`src/rtl/nextpc_pkg.sv`:
```
package nextpc_pkg;
  typedef enum logic [2:0] {
    XF_SEQ   = 3'd0,
    XF_BCOND = 3'd1,
    XF_BR    = 3'd2,
    XF_CALL  = 3'd3,
    XF_CALLR = 3'd4,
    XF_JMPR  = 3'd5,
    XF_RET   = 3'd6,
    XF_RSVD  = 3'd7
  } xfer_e;

  typedef enum logic [2:0] {
    CC_LT  = 3'd0,
    CC_LTU = 3'd1,
    CC_GE  = 3'd2,
    CC_GEU = 3'd3,
    CC_EQ  = 3'd4,
    CC_NE  = 3'd5,
    CC_R6  = 3'd6,
    CC_R7  = 3'd7
  } cond_e;

  localparam int unsigned INSN_BYTES = 4;
endpackage

```
`src/rtl/nextpc_cond.sv`:
```
module nextpc_cond
  import nextpc_pkg::*;
#(
  parameter int unsigned XLEN = 32
) (
  input  cond_e            cond_i,
  input  logic [XLEN-1:0]  opa_i,
  input  logic [XLEN-1:0]  opb_i,
  output logic             hit_o
);
  logic lt_s, lt_u, eq;

  assign lt_s = $signed(opa_i) < $signed(opb_i);
  assign lt_u = opa_i < opb_i;
  assign eq   = opa_i == opb_i;

  always_comb begin
    unique case (cond_i)
      CC_LT:   hit_o = lt_s;
      CC_LTU:  hit_o = lt_u;
      CC_GE:   hit_o = !lt_s;
      CC_GEU:  hit_o = !lt_u;
      CC_EQ:   hit_o = eq;
      CC_NE:   hit_o = !eq;
      default: hit_o = 1'b0;
    endcase
  end
endmodule

```
`src/rtl/nextpc_target.sv`:
```
module nextpc_target
  import nextpc_pkg::*;
#(
  parameter int unsigned XLEN  = 32,
  parameter int unsigned OFS_W = 16,
  parameter int unsigned IMM_W = 26
) (
  input  logic [XLEN-1:0]  pc_i,
  input  logic [OFS_W-1:0] ofs_i,
  input  logic [IMM_W-1:0] tgt_i,
  output logic [XLEN-1:0]  seq_o,
  output logic [XLEN-1:0]  rel_o,
  output logic [XLEN-1:0]  abs_o
);
  localparam int unsigned HI_W = XLEN - IMM_W - 2;
  localparam int unsigned EXT_W = XLEN - OFS_W;

  logic [XLEN-1:0] ofs_ext;

  assign seq_o   = pc_i + XLEN'(INSN_BYTES);
  assign ofs_ext = {{EXT_W{ofs_i[OFS_W-1]}}, ofs_i};
  assign rel_o   = seq_o + ofs_ext;

  generate
    if (HI_W > 0) begin : g_region
      assign abs_o = {pc_i[XLEN-1 -: HI_W], tgt_i, 2'b00};
    end else begin : g_flat
      assign abs_o = {tgt_i[XLEN-3:0], 2'b00};
    end
  endgenerate
endmodule

```
`src/rtl/nextpc_unit.sv`:
```
module nextpc_unit
  import nextpc_pkg::*;
#(
  parameter int unsigned    XLEN     = 32,
  parameter int unsigned    OFS_W    = 16,
  parameter int unsigned    IMM_W    = 26,
  parameter int unsigned    REG_W    = 5,
  parameter int unsigned    LINK_REG = 31,
  parameter logic [31:0]    RESET_PC = 32'h0
) (
  input  logic             clk_i,
  input  logic             rst_ni,
  input  logic [XLEN-1:0]  pc_i,
  input  logic [2:0]       xfer_i,
  input  logic [2:0]       cond_i,
  input  logic [XLEN-1:0]  opa_i,
  input  logic [XLEN-1:0]  opb_i,
  input  logic [OFS_W-1:0] ofs_i,
  input  logic [IMM_W-1:0] tgt_i,
  input  logic [XLEN-1:0]  ra_i,
  output logic [XLEN-1:0]  npc_o,
  output logic             taken_o,
  output logic             link_we_o,
  output logic [REG_W-1:0] link_idx_o,
  output logic [XLEN-1:0]  link_data_o
);
  localparam logic [XLEN-1:0] ALIGN_MASK = ~XLEN'(INSN_BYTES - 1);

  xfer_e           xfer;
  cond_e           cond;
  logic            hit;
  logic [XLEN-1:0] seq_pc, rel_pc, abs_pc;
  logic [XLEN-1:0] nxt_pc;
  logic            nxt_taken, nxt_link;

  assign xfer = xfer_e'(xfer_i);
  assign cond = cond_e'(cond_i);

  nextpc_cond #(.XLEN(XLEN)) u_cond (
    .cond_i (cond),
    .opa_i  (opa_i),
    .opb_i  (opb_i),
    .hit_o  (hit)
  );

  nextpc_target #(.XLEN(XLEN), .OFS_W(OFS_W), .IMM_W(IMM_W)) u_tgt (
    .pc_i  (pc_i),
    .ofs_i (ofs_i),
    .tgt_i (tgt_i),
    .seq_o (seq_pc),
    .rel_o (rel_pc),
    .abs_o (abs_pc)
  );

  always_comb begin
    nxt_pc    = seq_pc;
    nxt_taken = 1'b0;
    nxt_link  = 1'b0;
    unique case (xfer)
      XF_BCOND: if (hit) begin
        nxt_pc    = rel_pc;
        nxt_taken = 1'b1;
      end
      XF_BR: begin
        nxt_pc    = rel_pc;
        nxt_taken = 1'b1;
      end
      XF_CALL: begin
        nxt_pc    = abs_pc;
        nxt_taken = 1'b1;
        nxt_link  = 1'b1;
      end
      XF_CALLR: begin
        nxt_pc    = opa_i;
        nxt_taken = 1'b1;
        nxt_link  = 1'b1;
      end
      XF_JMPR: begin
        nxt_pc    = opa_i;
        nxt_taken = 1'b1;
      end
      XF_RET: begin
        nxt_pc    = ra_i;
        nxt_taken = 1'b1;
      end
      default: ;
    endcase
  end

  always_ff @(posedge clk_i or negedge rst_ni) begin
    if (!rst_ni) begin
      npc_o       <= RESET_PC[XLEN-1:0] & ALIGN_MASK;
      taken_o     <= 1'b0;
      link_we_o   <= 1'b0;
      link_data_o <= '0;
    end else begin
      npc_o       <= nxt_pc & ALIGN_MASK;
      taken_o     <= nxt_taken;
      link_we_o   <= nxt_link;
      link_data_o <= seq_pc;
    end
  end

  assign link_idx_o = REG_W'(LINK_REG);
endmodule

```
`config.mk`:
```
export PLATFORM = sky130hd
export DESIGN_NAME = nextpc_unit
export DESIGN_NICKNAME = d
export VERILOG_FILES = /design/src/rtl/nextpc_pkg.sv /design/src/rtl/nextpc_cond.sv /design/src/rtl/nextpc_target.sv /design/src/rtl/nextpc_unit.sv
export SDC_FILE = /design/constraint.sdc
export NUM_CORES = 1
export LEC_CHECK = 0
export ABC_CLOCK_PERIOD_IN_PS = 800
export BUFFER_PORTS_ARGS = -buffer_cell sky130_fd_sc_hd__buf_2
export CAP_MARGIN = 40
export CORE_UTILIZATION = 34
export DETAILED_ROUTE_END_ITERATION = 12
export PLACE_DENSITY_LB_ADDON = 0.3
export SLEW_MARGIN = 0
export SYNTH_ARGS = -nofsm -noshare
export SYNTH_HDL_FRONTEND = slang
export SYNTH_SLANG_ARGS = --single-unit
export TNS_END_PERCENT = 50
```
`constraint.sdc`:
```
create_clock -name clk_i -period 0.8 [get_ports clk_i]
set_input_delay 0.08 -clock clk_i [delete_from_list [all_inputs] [get_ports clk_i]]
set_output_delay 0.08 -clock clk_i [all_outputs]
set_load 0.01 [all_outputs]
```
Word-level counts from Yosys, hierarchy flattened
Index checks and enable logic that the tools add are counted.

cells by class
  $add $sub $neg = 2
  eq/ne operators = 12
  reductions and logical operators = 7
  order comparisons = 2
  mux-type cells = 6

operators with widths
  operator                 count
  $pmux W32 S5             1
  $lt A32 B32 Y1           2
  $add A32 B3 Y32 const B  1
  $add A32 B32 Y32         1
  $eq A32 B32 Y1           1
  $mux W32                 1
  $eq A3 B3 Y1 const B     5
  $eq A3 B2 Y1 const B     4
  $eq A3 B1 Y1 const B     2
  $pmux W1 S6              1
  $reduce_or A5 Y1         1
  $reduce_or A2 Y1         2
  $logic_not A1 Y1         3
  $logic_not A3 Y1         1
  $mux W1                  2
  $pmux W1 S2              1

storage, ports and cells
  output and inout bits = 71
  input bits = 178
  flip-flop bits (word level) = 64

Logic depth before layout (Yosys ltp)
Gate-level depths: netlist of the first run.

  depth after elaboration = 5
  mapped depth = 18

Modules after synthesis
Synthesis of the first run repeated with hierarchy kept, for this count alone.

unflattened totals
  cell total of the unflattened synthesis = 836
  area total of the unflattened synthesis = 6806.5 um2

modules (own cells, without submodules)
  module         area an instance (um2)  times used  cells an instance
  nextpc_unit    3362.0                  1           358
  nextpc_target  2518.7                  1           354
  nextpc_cond    925.9                   1           124

Least setup slack after synthesis of the first run
Ideal clock, no wire load.

  path kind = input -> register
  start point = in pc_i[2]
  end point = reg npc_o[28]
  arrival = 3102 ps
  stages on the path = 18
  buffers on the path = 0
  slack = -2429 ps
  cell sequence = ha_1 > nand3_1 > nor2_1 > nand3_1 > inv_1 > nand2_1 > xnor2_1 > ha_1 > and4_1 > nand3_1 > a211oi_1 > a2111oi_2 > nor2_2 > a211oi_2 > nor2_1 > or4_1 > nand4_1 > nand3_1

on the way
  longest elaborated chain between the ends = 4

ends and longest elaborated chain
  what                  RTL line             source
  start, declared       nextpc_unit.sv:13    input logic [XLEN-1:0] pc_i,
  $add A32 B3 Y32 (*)   nextpc_target.sv:20  assign seq_o = pc_i + XLEN'(INSN_BYTES);
  via seq_pc[14]        nextpc_unit.sv:32    logic [XLEN-1:0] seq_pc, rel_pc, abs_pc;
  $add A32 B32 Y32 (*)  nextpc_target.sv:22  assign rel_o = seq_o + ofs_ext;
  $mux W32              nextpc_unit.sv:60    XF_BCOND: if (hit) begin
  $pmux W32 S5 (*)      nextpc_unit.sv:59    unique case (xfer)
  via nxt_pc[28]        nextpc_unit.sv:33    logic [XLEN-1:0] nxt_pc;
  end signal, assigned  nextpc_unit.sv:92    npc_o <= RESET_PC[XLEN-1:0] & ALIGN_MASK;
  end signal, assigned  nextpc_unit.sv:97    npc_o <= nxt_pc & ALIGN_MASK;
  end, declared         nextpc_unit.sv:21    output logic [XLEN-1:0] npc_o,

Mark *: on every way through the listed nets, which the timed path passes. The rest lies on a longest branch.

Final worst setup path of the first run
  start point = in pc_i[3]
  end point = reg npc_o[27]

The elaborated chain is that of the path after synthesis.

==> metrics.yaml, run 1 <==
floorplanning:
  die_area_um2: 18000
  core.rowCount: 47
  initial_utilization: 0.353
  core_um2: 16800
  io_pins: 249
  dieWidth_um: 134
  die_y_um: 134
finish:
  final_core_util: 0.687
  nFillCells: 1317
  drive_gt1_frac: 0.582
  num_antenna_cells: 0
  final_nets: 1500
  syn_to_final_growth_pct: 94.5
  finalInstanceArea_um2: 11600
  finalNonFillerCells: 1478
setup_path:
  slowest_stage: "xnor2_2"
  worst_ep_arrival_time_ns: 3.31
  start_kind: "primary input"
  worstSetupPathType: "primary input to flip-flop"
  critPathLaunch: "pc_i[3]"
  slowest_delay_ns: 0.27
  path_cells: "buf_8 -> buf_12 -> ha_4 -> nand3_4 -> nor2_4 -> buf_12 -> nand3_4 -> inv_2 -> nand2_2 -> xnor2_2 -> buf_4 -> ha_4 -> a21oi_2 -> o21ai_1 -> nor2_1 -> a211oi_2 -> or2_1 -> buf_4 -> buf_4 -> o31ai_2 -> xor2_1 -> o21ai_1"
  crit_top_cell: "buf_4"
  critPathTopFamily: "simple AND/OR/NAND/NOR gates"
  endpoint_kind: "flip-flop"
  cp_num_buf_inv: 7
  required_ns: 1.02
  crit_path_max_fanout: 4
global_routing:
  grt_pass1_wl_mm: 39.9
  antenna_found_initial: 0
  grt_pass1_vias: 7773
  grt_util_all_layers: 0.292
  grt_max_degree: 57
  grt_overflow: 0
place:
  place.port_buffers: 239
  hpwl_mm: 19.9
  placed_cell_area_um2: 9550
  dp.cells: 1413
  gp_congestion: 0.926
  pre_cts_slack_ns: -2.62
yosys:
  syn_avg_cell_area_um2: 8.08
  netlist_area_um2: 5940
  synth.area.top_cells: "dfrtp_1 27%, ha_1 15%, xnor2_1 5.2%"
  async_flop_share: 1.00
  ys_ff_latch: 64
  synth_flop_cell: "dfrtp_1"
  yosysTopAreaCell: "dfrtp_1"
  yosysWarnings: 0
  synth_edf_count: 0
  yosysTopAreaCellShare: 0.270
  ys_seq_area_frac: 0.270
  netlist_instances: 735
  synth_cell_types: 60
clock_tree:
  cts_max_path_buffers: 2
  cts_max_level: 3
  path_clk_slew_ns: 0.06
  cts_root_buf: "clkbuf_16"
  cts_tree: "done"
  cts_buffers: 9
  clkSinkCount: 64
sta:
  tightest_slew_ns: 0.540
  drv_slew: 0
  max_freq_mhz: 324
  fin_setup_tns_ns: -71.44
  max_slew_margin: 0.639
  min_period_ns: 3.09
  hold_viol: 0
  holdWs_ns: 0.0187
  setup_viol: 116
  period_share: 3.86
  grt_setup_unrepaired: "yes"
  worst_slack_ns: -2.29
detailed_routing:
  dr.pass1.iters: 7
  wl_mm: 26.9
  routed.top_layer: "met4"
  wl_per_cell_um: 18.2
  dr_total_vias: 7708
  ant_nets: 0
  drt_iter0_markers: 387
  drc: 0
  wl_met3_mm: 1.82
  wl_met1_mm: 10.8
  vias_per_cell: 5.22
  dr_wl_met2_mm: 13.5
power:
  peakVddDrop_mv: 0.983
  power_mw: 15.1
  p_leak_nw: 5.60
  p_per_area_nw_per_um2: 1310
worst_hold_path:
  hp-class: "primary input to flip-flop"
  hold_start: "tgt_i[21]"
outcome:
  violations: "setup timing"
  status: "complete, but fails checks"
flow_run:
  drv_cap: 0
==> layer usage <==
metal  vias up  GRT usage
met1      3660      0.340
met3        55     0.0646
met2       290      0.519
met4         0      0.114
li1       3703          -
met5         -          0
==> cell usage in the layout, fill, tap and decap left out, drive strengths merged, types with 6 or more instances in the layout <==
| cell | instances |
|---|---|
| a211oi | 35 |
| o21ai | 56 |
| nand4 | 18 |
| and3 | 6 |
| a21o | 16 |
| nand2 | 76 |
| ha | 69 |
| a21oi | 60 |
| clkbuf | 10 |
| nor2b | 6 |
| xnor2 | 35 |
| o2bb2ai | 12 |
| buf | 535 |
| inv | 53 |
| a31oi | 27 |
| dfrtp | 64 |
| nor2 | 46 |
| nand3 | 22 |
| xor2 | 19 |
| nor3 | 9 |
| conb | 7 |
==> power breakdown <==
part           leakage, nW  total [mW]  internal [mW]  switching, mW
Combinational         4.71        7.17           3.61           3.56
Sequential           0.740        3.66           3.56          0.103
Clock                0.156        4.30           2.72           1.58
Total                 5.60        15.1           9.88           5.25
==> Yosys cell counts, drive strengths merged (3+ instances only) <==
cell / instances
or3: 3
and3: 6
o21bai: 4
ha: 69
or2: 5
nand2: 76
nor2b: 6
nand2b: 3
a2bb2oi: 3
buf: 13
inv: 53
nor3b: 4
nand4: 18
xor2: 19
a21o: 16
a222oi: 5
clkbuf: 23
o2bb2ai: 12
a2111oi: 3
dfrtp: 64
o211ai: 4
nor3: 9
nand3: 22
o21a: 5
nor2: 46
o21ai: 56
a211oi: 35
xnor2: 35
a21oi: 60
a221oi: 4
o31ai: 3
a31oi: 27
==> sequential cells by signal, indices dropped and copies added (netlist names) <==
register and flops:
link_we_o 1, link_data_o 32, taken_o 1, npc_o 30
==> worst paths after layout <==
kind                       depth (start not counted)             end
max                                               22       npc_o[27]
min in group asynchronous                          3       npc_o[27]
max in group asynchronous                          3  link_data_o[5]
min                                                3       npc_o[23]
==> what timing repair did <==
| item | CTS | global route |
|---|---|---|
| hold buffers | 3 | 0 |
| resized for setup | 184 | 64 |
| setup endpoints to repair | 118 | 119 |
| buffers inserted | 30 | 27 |
| pin swaps | 83 | 72 |
| cloned | 2 | 0 |
| endpoints found under the hold margin | 67 | 0 |
==> area by class of cell <==
cell class | count | area [µm²] | area share
multi-input combinational | 587 | 5310 | 0.460
timing repair buffer | 538 | 3840 | 0.332
sequential | 64 | 1600 | 0.139
tap | 220 | 275 | 0.0238
clock buffer | 10 | 229 | 0.0198
inverter | 53 | 214 | 0.0185
clock inverter | 6 | 83.8 | 0.00726
==> logic make-up after synthesis <==
| logic type | after synthesis | share of synthesized area |
|---|---|---|
| flip-flops | 64 | 0.270 |
| other | 2 | 0.00126 |
| AND/OR/NAND/NOR | 206 | 0.163 |
| multiplexers | 1 | 0.00169 |
| XOR/XNOR | 54 | 0.0796 |
| adder cells (fa/ha/maj) | 69 | 0.145 |
| buffers and inverters | 89 | 0.0613 |
| AO/OA/AOI/OAI | 250 | 0.278 |
No activity file was read; power rests on OpenSTA's default activity.
==> inputs of run 2 (changes only) <==
--- a/config.mk
+++ b/config.mk
@@ -9,6 +9,7 @@
 export BUFFER_PORTS_ARGS = -buffer_cell sky130_fd_sc_hd__buf_2
 export CAP_MARGIN = 40
 export CORE_UTILIZATION = 34
+export CTS_BUF_LIST = sky130_fd_sc_hd__clkbuf_16
 export DETAILED_ROUTE_END_ITERATION = 12
 export PLACE_DENSITY_LB_ADDON = 0.3
 export SLEW_MARGIN = 0
==> run 2 against run 1 <==
  * Hold slack hardly changed
  * Maximum frequency is 0.19% lower
  * Critical endpoint unchanged
  * Sequential power hardly changed
  * The flow still finishes with violations (setup timing)
  * Worst setup slack worse by 0.0057 ns
  * Combinational power hardly changed
  * Wire length hardly changed
  * Global-route usage stayed put
  * Clock power hardly changed
==> metrics.yaml, run 2 (synthesis results as in run 1) <==
setup_path:
  crit_top_cell: "buf_4"  # unchanged
  start_kind: "primary input"  # unchanged
  required_ns: 1.01  # was 1.02 ns
  worst_ep_arrival_time_ns: 3.31  # about the same
  slowest_delay_ns: 0.27  # about the same
  slowest_stage: "xnor2_2"  # unchanged
  endpoint_kind: "flip-flop"  # unchanged
  worstSetupPathType: "primary input to flip-flop"  # unchanged
  path_cells: "buf_8 -> buf_12 -> ha_4 -> nand3_4 -> nor2_4 -> buf_12 -> nand3_4 -> inv_2 -> nand2_2 -> xnor2_2 -> buf_4 -> ha_4 -> a21oi_2 -> o21ai_1 -> nor2_1 -> a211oi_2 -> or2_1 -> buf_4 -> buf_4 -> o31ai_2 -> xor2_1 -> o21ai_1"  # unchanged
  crit_path_max_fanout: 4  # unchanged
outcome:
  violations: "setup timing"  # unchanged
  status: "complete, but fails checks"  # unchanged
place:
  place.port_buffers: 239  # unchanged
  placed_cell_area_um2: 9550  # unchanged
  gp_congestion: 0.926  # unchanged
  dp.cells: 1413  # unchanged
  pre_cts_slack_ns: -2.62  # unchanged
  hpwl_mm: 19.9  # unchanged
sta:
  min_period_ns: 3.10  # was 3.09 ns
  grt_setup_unrepaired: "yes"  # unchanged
  worst_slack_ns: -2.30  # was -2.29 ns
  drv_slew: 0  # unchanged
  tightest_slew_ns: 0.541  # was 0.540 ns
  hold_viol: 0  # unchanged
  setup_viol: 116  # unchanged
  fin_setup_tns_ns: -71.44  # about the same
  max_slew_margin: 0.639  # about the same
  max_freq_mhz: 323  # was 324 MHz
  period_share: 3.87  # was 3.86
detailed_routing:
  dr.pass1.iters: 5  # was 7
  drc: 0  # unchanged
  wl_per_cell_um: 18.2  # about the same
  ant_nets: 0  # unchanged
  wl_mm: 26.9  # about the same
  dr_total_vias: 7718  # was 7,708
  drt_iter0_markers: 385  # was 387
  vias_per_cell: 5.22  # about the same
power:
  peakVddDrop_mv: 0.982  # was 0.983 mV
  seqPwrFrac: 0.242  # about the same
  clock_power_share: 0.283  # was 0.284
  p_per_area_nw_per_um2: 1310  # about the same
  swShare: 0.347  # about the same
  p_leak_nw: 5.61  # was 5.60 nW
  comb_power_share: 0.475  # was 0.474
  cell_internal_pwr_mw: 9.87  # was 9.88 mW
  switchingPower_mw: 5.25  # about the same
  power_mw: 15.1  # about the same
global_routing:
  grt_max_degree: 57  # unchanged
  antenna_found_initial: 0  # unchanged
  grt_pass1_wl_mm: 39.9  # unchanged
  grt_pass1_vias: 7773  # unchanged
  grt_util_all_layers: 0.292  # unchanged
  grt_overflow: 0  # unchanged
finish:
  num_antenna_cells: 0  # unchanged
  syn_to_final_growth_pct: 94.5  # unchanged
  final_cell_mix: "255 x buf_4, 222 x buf_2, 64 x dfrtp_1"  # unchanged
  regMostFlops: "link_data_o"  # unchanged
  reg.largest.list: "link_data_o: 32 flops, npc_o: 30 flops"  # unchanged
  finalNonFillerCells: 1478  # unchanged
  final_common_cell: "buf_4"  # unchanged
  finalInstanceArea_um2: 11600  # unchanged
  final_nets: 1500  # unchanged
  nFillCells: 1317  # unchanged
  largest_reg_flops: 32  # unchanged
  drive_gt1_frac: 0.582  # unchanged
clock_tree:
  cts_max_level: 3  # unchanged
  cts_tree: "done"  # unchanged
  path_clk_slew_ns: 0.06  # about the same
  cts_root_buf: "clkbuf_16"  # unchanged
  cts_buffers: 9  # unchanged
  cts_max_path_buffers: 2  # unchanged
  clkSinkCount: 64  # unchanged
worst_hold_path:
  hp-class: "primary input to flip-flop"  # unchanged
floorplanning:
  dieWidth_um: 134  # unchanged
  core_um2: 16800  # unchanged
  io_pins: 249  # unchanged
  core.rowCount: 47  # unchanged
  initial_utilization: 0.353  # unchanged
  die_area_um2: 18000  # unchanged
  die_y_um: 134  # unchanged
flow_run:
  drv_cap: 0  # unchanged
==> run 2: changes by cell type in the layout (fill, tap and decap cells not counted) <==
| cell | previous run | this run |
|---|---|---|
| clkbuf_1 | 1 | 0 |
| inv_1 | 46 | 47 |
==> run 2: layer usage <==
layer / GRT usage / wire length, µm / share of wire
met1: 0.340 / 10800 / 0.40
met2: 0.519 / 13500 / 0.50
met3: 0.0646 / 1760 / 0.065
met4: 0.114 / 809 / 0.030
met5: 0 / 0 / 0
==> run 2: cell type report <==
class | instances | area, µm² | share of cell area
multi-input combinational | 587 | 5310 | 0.460
timing repair buffer | 538 | 3840 | 0.332
sequential | 64 | 1600 | 0.139
tap | 220 | 275 | 0.0238
clock buffer | 9 | 225 | 0.0195
inverter | 53 | 214 | 0.0185
clock inverter | 7 | 87.6 | 0.00758
==> run 2: power by group through the flow <==
stage          registers (mW)  logic [mW]  clock network (mW)
5_1_grt                  3.68        7.68                4.44
6_report                 3.66        7.18                4.28
4_1_cts                  3.66        6.58                4.34
3_5_place_dp             3.71        5.65                   0
2_1_floorplan            3.88        2.50                   0
3_3_place_gp             3.71        5.60                   0
==> run 2: worst max-delay path: cells and delay by family <==
family                   cells  cell delay (ns)
XOR/XNOR                     2             0.48
buffers and inverters        7             0.82
adder cells (fa/ha/maj)      2             0.34
AO/OA/AOI/OAI                5             0.67
AND/OR/NAND/NOR              6             0.89
==> run 2: what timing repair did <==
item	in CTS	in global routing
endpoints found under the setup margin	118	119
gates cloned	2	0
buffers inserted	30	27
pin swaps	83	72
endpoints found under the hold margin	67	0
resized for setup	184	64
hold buffers	3	0
==> run 2: per-stage QoR <==
| stage | hold WS, ns | util |
|---|---|---|
| floorplan | -0.216 | - |
| global placement | 0.0820 | 0.568 |
| detailed placement | 0.0901 | 0.568 |
| CTS | -0.00497 | 0.659 |
| global route | 0.0214 | 0.687 |
| finish | 0.0187 | 0.687 |
==> run 2: worst paths after layout <==
check / cells past startpoint / from / to / slack (ns)
min in group asynchronous: 3 / rst_ni / npc_o[27] / 0.24
max in group asynchronous: 3 / rst_ni / link_data_o[5] / 0.22
max: 22 / pc_i[3] / npc_o[27] / -2.30
min: 3 / tgt_i[21] / npc_o[23] / 0.02
==> inputs of run 3 (changes only) <==
--- a/config.mk
+++ b/config.mk
@@ -5,9 +5,10 @@
 export SDC_FILE = /design/constraint.sdc
 export NUM_CORES = 1
 export LEC_CHECK = 0
-export ABC_CLOCK_PERIOD_IN_PS = 800
+export ABC_CLOCK_PERIOD_IN_PS = 2560
 export BUFFER_PORTS_ARGS = -buffer_cell sky130_fd_sc_hd__buf_2
 export CAP_MARGIN = 40
+export CORE_ASPECT_RATIO = 1.75
 export CORE_UTILIZATION = 34
 export CTS_BUF_LIST = sky130_fd_sc_hd__clkbuf_16
 export DETAILED_ROUTE_END_ITERATION = 12
==> constraint.sdc (replaced) <==
create_clock -name clk_i -period 2.56 [get_ports clk_i]
set_input_delay 0.256 -clock clk_i [delete_from_list [all_inputs] [get_ports clk_i]]
set_output_delay 0.256 -clock clk_i [all_outputs]
set_load 0.01 [all_outputs]
==> run 3 against run 2 <==
  * Via count is 2.0% lower
  * Die area is 0.12% higher
  * Final area is 10% lower
  * Largest cell class unchanged
  * Critical path depth is 4 lower
  * Sequential cell count stayed put
  * Clock power is 72% lower
  * Non-clock buffer count is 60 lower
  * Sequential power is 69% lower
  * First-iteration DRC count is 25% lower
  * Sequential share of layout area is 1.6 points higher
  * The flow still finishes with violations (setup timing)
  * Critical path type unchanged
==> metrics.yaml, run 3 (synthesis results as in run 1) <==
outcome:
  status: "complete, but fails checks"  # unchanged
  violations: "setup timing"  # unchanged
power:
  peakVddDrop_mv: 0.261  # was 0.982 mV
  p_per_area_nw_per_um2: 413  # was 1310 nW/µm²
  power_mw: 4.29  # was 15.1 mW
  p_leak_nw: 5.15  # was 5.61 nW
sta:
  tightest_slew_ns: 0.765  # was 0.541 ns
  max_freq_mhz: 326
  period_share: 1.20
  min_period_ns: 3.07
  max_slew_margin: 0.488  # was 0.639
  worst_slack_ns: -0.510  # was -2.30 ns
  hold_viol: 0  # unchanged
  drv_slew: 0  # unchanged
  holdWs_ns: 0.0775  # was 0.0187 ns
  grt_setup_unrepaired: "yes"  # unchanged
  setup_viol: 24  # was 116
global_routing:
  grt_overflow: 0  # unchanged
  grt_pass1_vias: 7664  # was 7,773
  grt_max_degree: 63  # was 57
  antenna_found_initial: 0  # unchanged
  grt_util_all_layers: 0.281  # was 0.292
  grt_pass1_wl_mm: 37.8  # was 39.9 mm
setup_path:
  required_ns: 2.77  # was 1.01 ns
  critPathTopFamily: "simple AND/OR/NAND/NOR gates"  # unchanged
  crit_top_cell: "buf_4"  # unchanged
  start_kind: "primary input"  # unchanged
  crit_path_max_fanout: 4  # unchanged
  cp_num_buf_inv: 3  # was 7
  worstSetupPathType: "primary input to flip-flop"  # unchanged
  endpoint_kind: "flip-flop"  # unchanged
  worst_ep_arrival_time_ns: 3.28  # was 3.31 ns
  critPathLaunch: "pc_i[5]"  # was pc_i[3]
  slowest_stage: "or3_4"  # was xnor2_2
  slowest_delay_ns: 0.39  # was 0.27 ns
  path_cells: "buf_12 -> buf_4 -> nand3_4 -> nor2_4 -> buf_4 -> nand4_1 -> xnor2_2 -> ha_4 -> nor3_1 -> or3_4 -> a211oi_2 -> o21ai_2 -> a211oi_4 -> or2_1 -> o311ai_2 -> and3b_1 -> o211ai_1 -> nand3b_1"  # was buf_8 -> buf_12 -> ha_4 -> nand3_4 -> nor2_4 -> buf_12 -> nand3_4 -> inv_2 -> nand2_2 -> xnor2_2 -> buf_4 -> ha_4 -> a21oi_2 -> o21ai_1 -> nor2_1 -> a211oi_2 -> or2_1 -> buf_4 -> buf_4 -> o31ai_2 -> xor2_1 -> o21ai_1
finish:
  final_cell_mix: "230 x buf_4, 228 x buf_2, 68 x nand2_1"  # was 255 x buf_4, 222 x buf_2, 64 x dfrtp_1
  largest_reg_flops: 32  # unchanged
  syn_to_final_growth_pct: 74.8  # was 94.5%
  finalInstanceArea_um2: 10400  # was 11,600 µm²
  final_core_util: 0.610  # was 0.687
  drive_gt1_frac: 0.521  # was 0.582
  final_nets: 1440  # was 1,500
  nFillCells: 1519  # was 1,317
  regMostFlops: "link_data_o"  # unchanged
  final_common_cell: "buf_4"  # unchanged
  num_antenna_cells: 0  # unchanged
  reg.largest.list: "link_data_o: 32 flops, npc_o: 30 flops"  # unchanged
worst_hold_path:
  hp-class: "primary input to flip-flop"  # unchanged
  hold_start: "pc_i[0]"  # was tgt_i[21]
detailed_routing:
  wl_mm: 26.0  # was 26.9 mm
  drt_iter0_markers: 287  # was 385
  ant_nets: 0  # unchanged
  vias_per_cell: 5.31  # was 5.22
  drc: 0  # unchanged
  dr.pass1.iters: 5  # unchanged
  dr_total_vias: 7567  # was 7,718
  wl_per_cell_um: 18.3  # was 18.2 µm
floorplanning:
  core_um2: 17000  # was 16,800 µm²
  core.rowCount: 63  # was 47
  initial_utilization: 0.349  # was 0.353
  io_pins: 249  # unchanged
  dieWidth_um: 102  # was 134 µm
  die_area_um2: 18000  # about the same
  die_y_um: 177  # was 134 µm
flow_run:
  drv_cap: 0  # unchanged
place:
  gp_congestion: 0.924  # was 0.926
  hpwl_mm: 20.4  # was 19.9 mm
  placed_cell_area_um2: 9090  # was 9550 µm²
  place.port_buffers: 239  # unchanged
clock_tree:
  cts_max_path_buffers: 2  # unchanged
  clkSinkCount: 64  # unchanged
  cts_buffers: 9  # unchanged
  path_clk_slew_ns: 0.05  # was 0.06 ns
  cts_max_level: 3  # unchanged
  cts_root_buf: "clkbuf_16"  # unchanged
  cts_tree: "done"  # unchanged
-- run 3: cell types whose count changed in the layout (fill, tap and decap cells not counted), sizes merged --
cell and change:
buf -58, bufinv -1, dlygate4sd3 -2
-- run 3: through the flow --
step	cells	setup TNS, ns	setup slack [ns]
floorplan	740	-4.38	-0.599
global placement	1375	-16.53	-0.953
detailed placement	1376	-18.38	-1.10
CTS	1413	-5.10	-0.481
global route	1424	-10.21	-0.631
finish	1424	-6.40	-0.510
-- run 3: path summary, 6_finish.rpt --
kind | cells after the start | slack [ns] | endpoint
max in group asynchronous | 3 | 1.44 | link_data_o[0]
max | 18 | -0.51 | npc_o[31]
min in group asynchronous | 2 | 0.46 | link_data_o[24]
min | 1 | 0.08 | link_data_o[0]
-- run 3: routing by layer --
metal,vias to the layer above,routed length [µm],track usage
met2,291,14500,0.545
met5,-,0,0
li1,3586,-,-
met1,3591,8400,0.258
met4,0,1920,0.206
met3,99,1250,0.0332
-- run 3: where the power goes --
group | switching, mW | internal (mW)
logic | 1.00 | 0.961
registers | 0.0303 | 1.11
clock network | 0.452 | 0.735
total | 1.48 | 2.81
-- run 3: repair_timing --
item,in CTS,in global routing
pin swaps,52,53
hold buffers,1,0
endpoints found under the hold margin,23,0
setup endpoints to repair,23,30
buffers inserted,23,16
cloned,0,0
gates resized for setup,88,62
-- run 3: area by class of cell --
cell class / count / area [µm²] / area share
clock inverter: 6 / 52.6 / 0.00506
clock buffer: 9 / 225 / 0.0217
timing repair buffer: 478 / 3150 / 0.303
tap: 227 / 284 / 0.0274
sequential: 64 / 1600 / 0.154
inverter: 53 / 199 / 0.0192
multi-input combinational: 587 / 4870 / 0.469
